==> src/rtl/capsense_sd_ctrl.sv <==
module capsense_sd_ctrl #(
  parameter int CW = 16
) (
  input  logic            clk,
  input  logic            rst_n,
  input  logic            wr_en,
  input  logic            wr_addr,
  input  logic [2*CW-1:0] wr_data,
  input  logic            mod_tick,
  input  logic            cmp_in,
  output logic            mod_gate,
  output logic            comp_src_on,
  output logic            cmp_power,
  output logic            cmp_wide_bw,
  output logic            busy,
  output logic            done,
  output logic [CW-1:0]   raw_count,
  output logic [CW-1:0]   period_left
);
  localparam int DW = 2 * CW;
  localparam logic [CW-1:0] CMAX = '1;

  logic [5:0]    ctl;
  logic [CW-1:0] per, cnt;
  logic          cmp_q, done_q;

  wire en     = ctl[0];
  wire pol    = ctl[1];
  wire sense  = ctl[4];
  wire dual   = ctl[5];
  wire wr_win = wr_en & wr_addr;
  wire step   = en & mod_tick & (per != '0);

  always_ff @(posedge clk or negedge rst_n)
    if (!rst_n)                  ctl <= '0;
    else if (wr_en && !wr_addr)  ctl <= wr_data[5:0];

  always_ff @(posedge clk or negedge rst_n)
    if (!rst_n) begin
      per    <= '0;
      cnt    <= '0;
      done_q <= 1'b0;
    end else if (wr_win) begin
      per <= wr_data[DW-1:CW];
      cnt <= wr_data[CW-1:0];
      if (wr_data[DW-1:CW] != '0) done_q <= 1'b0;
    end else if (step) begin
      per <= per - 1'b1;
      if (cmp_in && cnt != CMAX) cnt <= cnt + 1'b1;
      if (per == CW'(1)) done_q <= 1'b1;
    end

  always_ff @(posedge clk or negedge rst_n)
    if (!rst_n)        cmp_q <= 1'b0;
    else if (!en)      cmp_q <= 1'b0;
    else if (mod_tick) cmp_q <= cmp_in;

  assign mod_gate    = en & sense & (cmp_q ^ pol);
  assign comp_src_on = en & sense & dual;
  assign cmp_power   = en & ctl[3];
  assign cmp_wide_bw = ctl[2];
  assign busy        = en & (per != '0);
  assign done        = done_q;
  assign raw_count   = cnt;
  assign period_left = per;
endmodule

==> config.mk <==
export PLATFORM = sky130hd
export DESIGN_NAME = capsense_sd_ctrl
export DESIGN_NICKNAME = d
export VERILOG_FILES = /design/src/rtl/capsense_sd_ctrl.sv
export SDC_FILE = /design/constraint.sdc
export NUM_CORES = 1
export LEC_CHECK = 0
export BUFFER_PORTS_ARGS = -buffer_cell sky130_fd_sc_hd__buf_2
export CAP_MARGIN = 20
export CELL_PAD_IN_SITES_DETAIL_PLACEMENT = 0
export CELL_PAD_IN_SITES_GLOBAL_PLACEMENT = 1
export CORE_MARGIN = 10
export CORE_UTILIZATION = 34
export DETAILED_ROUTE_END_ITERATION = 10
export MAX_ROUTING_LAYER = met4
export PLACE_DENSITY = 0.87
export SETUP_SLACK_MARGIN = 0.1
export SLEW_MARGIN = 15
export SYNTH_ARGS = -nofsm -noshare
export SYNTH_HDL_FRONTEND = slang
export SYNTH_SLANG_ARGS = --single-unit
==> constraint.sdc <==
create_clock -name clk -period 1.8 [get_ports clk]
set_clock_uncertainty 0.05 [all_clocks]
set_input_delay 0.09 -clock clk [delete_from_list [all_inputs] [get_ports clk]]
set_output_delay 0.09 -clock clk [all_outputs]
set_load 0.005 [all_outputs]
# Word level (Yosys, flattened, before mapping)
# Cells that the tools add are included.
# totals
reg_bits,40
in_bits,38
word_cells,41
# classes
add_sub_neg,2
n_eq_ne,4
muxes,11
n_bitwise,9
reduce_logical,10
# op_table
operator,count
16-bit 2-to-1 mux,5
16-bit nonzero test,2
16-bit by 1-bit adder with 16-bit output (second input constant),1
16-bit by 1-bit == test with 1-bit output (second input constant),1
16-bit != test (second input constant),1
16-bit by 1-bit subtractor with 16-bit output (second input constant),1
1-bit bitwise AND,8
1-bit 2-to-1 mux,6
2-bit nonzero test,3
3-bit AND reduction,1
1-bit logical AND,2
2-bit by 1-bit != test with 1-bit output (second input constant),1
2-bit != test (second input constant),1
2-bit AND reduction,1
1-bit logical NOT,1
1-bit bitwise XOR,1

# Depth between registers and ports, before layout
# logic_depth
depth_word,5
depth_mapped,8

# Worst setup path before layout
# No wires, ideal clock.
# synth_timing
path_kind,register to register
from,reg per[0] (netlist: period_left[0])
to,reg cnt[1] (netlist: raw_count[1])
setup_time_ns,0.122
arrival_ns,1.795
t_required_ns,1.628
slack_ns,-0.167
path_stages_with_launch,9
n_path_buf,1
path_cell_list,dfrtp_1 -> inv_1 -> ha_1 -> nor3b_1 -> and4_1 -> clkbuf_2 -> nor3_1 -> a21oi_1 -> a21oi_1
# synth_between
elab_chain_cells,4
# synth_rtl
element,line,text
"start, declared",24,"logic [CW-1:0] per, cnt;"
"start signal, assigned",44,per <= wr_data[DW-1:CW];
"start signal, assigned",48,per <= per - 1'b1;
16-bit nonzero test,32,wire step = en & mod_tick & (per != '0);
1-bit bitwise AND,32,
2-bit nonzero test (no source line),n/a,
2-bit AND reduction (no source line),n/a,
"end signal, assigned",45,cnt <= wr_data[CW-1:0];
"end signal, assigned",49,if (cmp_in && cnt != CMAX) cnt <= cnt + 1'b1;
"end, declared",24,
# Every way passes these cells.
# A chain may end at the register's enable or synchronous reset.

# Worst setup path after layout
# layout_timing
from,reg per[0] (netlist: period_left[0])
to,out busy
# layout_between
elab_chain_cells,2
# layout_rtl
element,line,text
16-bit nonzero test,62,assign busy = en & (per != '0);
1-bit bitwise AND,62,
"end, declared",15,"output logic busy,"
# Every way passes these cells.

==> summary.md <==
The flow ran to the end, but the final reports show violations. The checks that failed: setup timing. The global-route total usage across every layer is 16.52%, and the total design power is 3.391 mW. In this run switching power makes up 33.82% of total power. The initial cell density of the core is 35.27%.

The count of buffers inserted at the top-level ports is 75. Yosys printed 0 warnings. Number of top-level pins: 76. Post-synthesis xor/xnor area fraction: 8.359%. The area enclosed by the die boundary is 10860 sq um, and the insertion delay of the later-clocked pin in the worst-skew pair is 0.31 ns. The run gives 2738 as the count of vias placed by the detailed router. The run gives 4 as the number of detailed-routing iterations run before antenna repair. Setup violations remaining at the end of the flow were counted as 21. Sort of element at the end of the critical path: an output pin.

IR analysis of the VDD net gives a maximum drop of 445.3 uV. Counting the buffers created by CTS gives 5. The netlist area before placement was 2410 sq um. The headroom to the max-slew limit was 65.57%; the total power per unit cell area was 823.9 nW/um^2. Setup repair after global routing could not meet its margin everywhere. Timing would allow up to 520.4 MHz. Dividing the detail-routed via count by the number of cells gives 5.205. The data required time at the worst endpoint is 1.66 ns, and the final HPWL from detailed placement is 6283 um. In this run the standard cell core region covers 6832 sq um. The clock network accounts for 24.5% of the total power. The run gives 2 as the maximum buffer depth of the clock tree. Dominant cell type by area after synthesis: sky130_fd_sc_hd__dfrtp_1.

The row count was 30; the final standard cell utilization of the core was 60.24%. The classification of the worst-slack hold path was input port to register. Cells with a size suffix above 1 make up 46.98% of the layout. Measured along the x axis, the die boundary spans 104.2 um. The final routed wirelength across all metal layers is 8874 um, and the number of antenna violations at the first check in global routing is 0. In this run, synthesis produced a sequential element count of 40. The total DRC errors in the routed layout was 0; the maximum fanout along the worst path was 4. Internal power consumption: 2.244 mW. After synthesis, the largest family of logic cells by area is simple AND/OR/NAND/NOR gates. Net count after synthesis: 302. The congestion estimate from routability-driven global placement came to 0.8685.

The tree is rooted in a sky130_fd_sc_hd__clkbuf_8. The share of the clock period used by the worst path is 106.8%, and the register clock-pin slew on the reported worst setup and hold paths is 0.08 ns. Summed over all nets, the switching power comes to 1.147 mW. Dividing the detail-routed wire length by the instance count gives 16.87 um.

The area growth from synthesis to layout is 70.77%. The tools report the worst hold slack after final layout as 0.02849 ns. Dividing the synthesized area by the synthesized cell count gives 9.233 sq um. The measured slew at the worst slew-check pin was 0.5165 ns; the unique cell type count in the Yosys netlist was 46.

The detailed router finished its first iteration with 147 violations. Pin count of the biggest net entering global routing: 28. TritonCTS built the clock tree. The cell leakage power was 1.776 nW. The top-area cell type share of the netlist area came out at 41.54%.

The portion of synthesized area spent on multiplexers is 4.102%. The number of enable flip-flop cells after synthesis works out to 0. Of the total synthesized cell area, the portion taken by full adders, half adders and majority gates is 1.558%. The proportion of power drawn by flip-flops and latches is 36.5%. Synthesis produced 261 cells.

The first global-routing pass estimated 14620 um of wire. The logs give 1.78 ns for the data arrival at the endpoint of the critical path and 0 for the final count of pins violating max slew. Sorting the synthesized cells by area gives the leading types as sky130_fd_sc_hd__dfrtp_1, sky130_fd_sc_hd__xor2_1, sky130_fd_sc_hd__nand2_1. The number of antenna diodes in the final layout is 0.

Sequential cells were found to cover 41.54% of the synthesized design area. The count of antenna-violating nets left after detailed routing was 0; the number of sinks handled by clock tree synthesis was 40. The vertical die dimension is 104.2 um.

Type of the worst setup path: register to output pin. Across the run, the number of max-cap violations was 0. The H-tree was split into 2 levels.

The post-synthesis simple-gate area fraction is 32.61%, and the worst path setup slack after routing is -0.1217 ns. For this run the aggregate overflow at the end of global routing stands at 0. The proportion of synthesized flip-flops having asynchronous set or reset was 100.0%; the final count of hold timing violations was 0. Fill cells in the final layout number 586. Startpoint class of the critical path: a register.

Via count of the first global-routing pass: 2928. The post-layout net count was 470. Most used flip-flop cell after synthesis: sky130_fd_sc_hd__dfrtp_1. The fraction of the mapped netlist area in compound gates came out at 9.138%. The part of the total power dissipated in combinational logic was 39.0%; the clock period minus worst slack was 1.922 ns. Setup TNS: -1.107 ns.
layer usage:
metal	vias to the layer above	routed length [um]	GRT usage (%)
met4	0	132	4.970
li1	1305	-	-
met3	11	362	3.098
met1	1347	3994	19.74
met5	-	0	-
met2	75	4384	27.57
stage by stage:
step | setup slack [ns] | area, sq um | cells
4_1_cts | -0.09795 | 4009 | 523
6_report | -0.1217 | 4115 | 526
2_1_floorplan | 0.04153 | 2552 | 261
3_3_place_gp | -0.02317 | 3390 | 471
3_5_place_dp | -0.09279 | 3390 | 471
5_1_grt | -0.2119 | 4115 | 526
cell usage in the layout, fill, tap and decap left out, types with 5 or more instances in the layout:
| master | count |
|---|---|
| sky130_fd_sc_hd__xor2_1 | 16 |
| sky130_fd_sc_hd__clkbuf_8 | 7 |
| sky130_fd_sc_hd__nor2_1 | 14 |
| sky130_fd_sc_hd__xnor2_1 | 6 |
| sky130_fd_sc_hd__buf_6 | 10 |
| sky130_fd_sc_hd__nand4_1 | 12 |
| sky130_fd_sc_hd__a21oi_1 | 8 |
| sky130_fd_sc_hd__nand2_1 | 27 |
| sky130_fd_sc_hd__dlygate4sd3_1 | 30 |
| sky130_fd_sc_hd__buf_4 | 57 |
| sky130_fd_sc_hd__mux2_2 | 7 |
| sky130_fd_sc_hd__nor4_2 | 5 |
| sky130_fd_sc_hd__nand3_1 | 15 |
| sky130_fd_sc_hd__dfrtp_1 | 34 |
| sky130_fd_sc_hd__and3_1 | 8 |
| sky130_fd_sc_hd__o21ai_1 | 17 |
| sky130_fd_sc_hd__nor4_4 | 6 |
| sky130_fd_sc_hd__o21ai_0 | 5 |
| sky130_fd_sc_hd__dfrtp_2 | 6 |
| sky130_fd_sc_hd__buf_2 | 74 |
worst max-delay path, stage by stage, from the launching register on:
cell and delay (ns):
sky130_fd_sc_hd__dfrtp_1 0.41, sky130_fd_sc_hd__inv_2 0.09, sky130_fd_sc_hd__ha_4 0.13, sky130_fd_sc_hd__nor3b_4 0.25, sky130_fd_sc_hd__nand4_4 0.18, sky130_fd_sc_hd__buf_6 0.17
sky130_fd_sc_hd__and2_4 0.13, sky130_fd_sc_hd__buf_6 0.11
flip-flops by register name, summed over array words and instances, names as in the netlist:
register / cells
cmp_q: 1
ctl: 6
done: 1
period_left: 16
raw_count: 16
cell families after synthesis:
logic type / Yosys count
AO/OA/AOI/OAI: 39
AND/OR/NAND/NOR: 133
buffers and inverters: 14
multiplexers: 9
adder cells (fa/ha/maj): 3
flip-flops: 40
XOR/XNOR: 23
power by group through the flow:
stage / Clock, mW / Combinational [mW] / Sequential, mW
global placement: 0 / 1.06 / 1.24
CTS: 0.849 / 1.24 / 1.23
detailed placement: 0 / 1.08 / 1.25
global route: 0.879 / 1.44 / 1.26
floorplan: 0 / 0.460 / 1.29
finish: 0.832 / 1.32 / 1.24
repair_timing:
item / CTS / global route
setup buffers: 14 / 4
resized for setup: 26 / 18
pin swaps: 19 / 15
hold endpoints to repair: 52 / 0
hold buffers: 30 / 0
setup endpoints to repair: 34 / 34
synth_stat cells (2+ instances only):
cell type                  count
sky130_fd_sc_hd__or3_1         3
sky130_fd_sc_hd__and2_0        2
sky130_fd_sc_hd__clkbuf_1      7
sky130_fd_sc_hd__ha_1          3
sky130_fd_sc_hd__and3_1        8
sky130_fd_sc_hd__nand4_1      12
sky130_fd_sc_hd__nor4_2        2
sky130_fd_sc_hd__nand4b_1      2
sky130_fd_sc_hd__or4_1         6
sky130_fd_sc_hd__nor4_1       12
sky130_fd_sc_hd__and4_1        3
sky130_fd_sc_hd__inv_1         2
sky130_fd_sc_hd__dfrtp_1      40
sky130_fd_sc_hd__nand3_1      20
sky130_fd_sc_hd__o21ai_1       7
sky130_fd_sc_hd__a31oi_1       3
sky130_fd_sc_hd__xor2_1       16
sky130_fd_sc_hd__a21oi_1       8
sky130_fd_sc_hd__nor3_1        5
sky130_fd_sc_hd__xnor2_1       7
sky130_fd_sc_hd__nor2_1       14
sky130_fd_sc_hd__o21ai_0      15
sky130_fd_sc_hd__nand2_1      29
sky130_fd_sc_hd__mux2i_1       2
sky130_fd_sc_hd__and2_1        4
sky130_fd_sc_hd__mux2_2        7
sky130_fd_sc_hd__buf_2         3
area by class of cell:
class,instances,area (sq um),share of cell area (%)
Tap cell,96,120.1,2.919
Clock inverter,1,30.03,0.7297
Inverter,2,7.507,0.1824
Timing Repair Buffer,173,1251,30.40
Clock buffer,7,96.34,2.341
Multi-Input combinational cell,207,1602,38.92
Sequential cell,40,1008,24.51
final timing paths:
kind                                        end  depth (start not counted)           start  slack, ns
worst max-delay path                       busy                          7  period_left[0]      -0.12
worst min-delay path            period_left[11]                          3     wr_data[27]       0.03
worst max register to register    raw_count[13]                          8  period_left[0]      -0.10
worst min register to register           ctl[3]                          1          ctl[3]       0.45
max in group asynchronous          raw_count[3]                          3           rst_n       0.95
min in group asynchronous       period_left[10]                          2           rst_n       0.23
No activity file was read; power rests on OpenSTA's default activity.
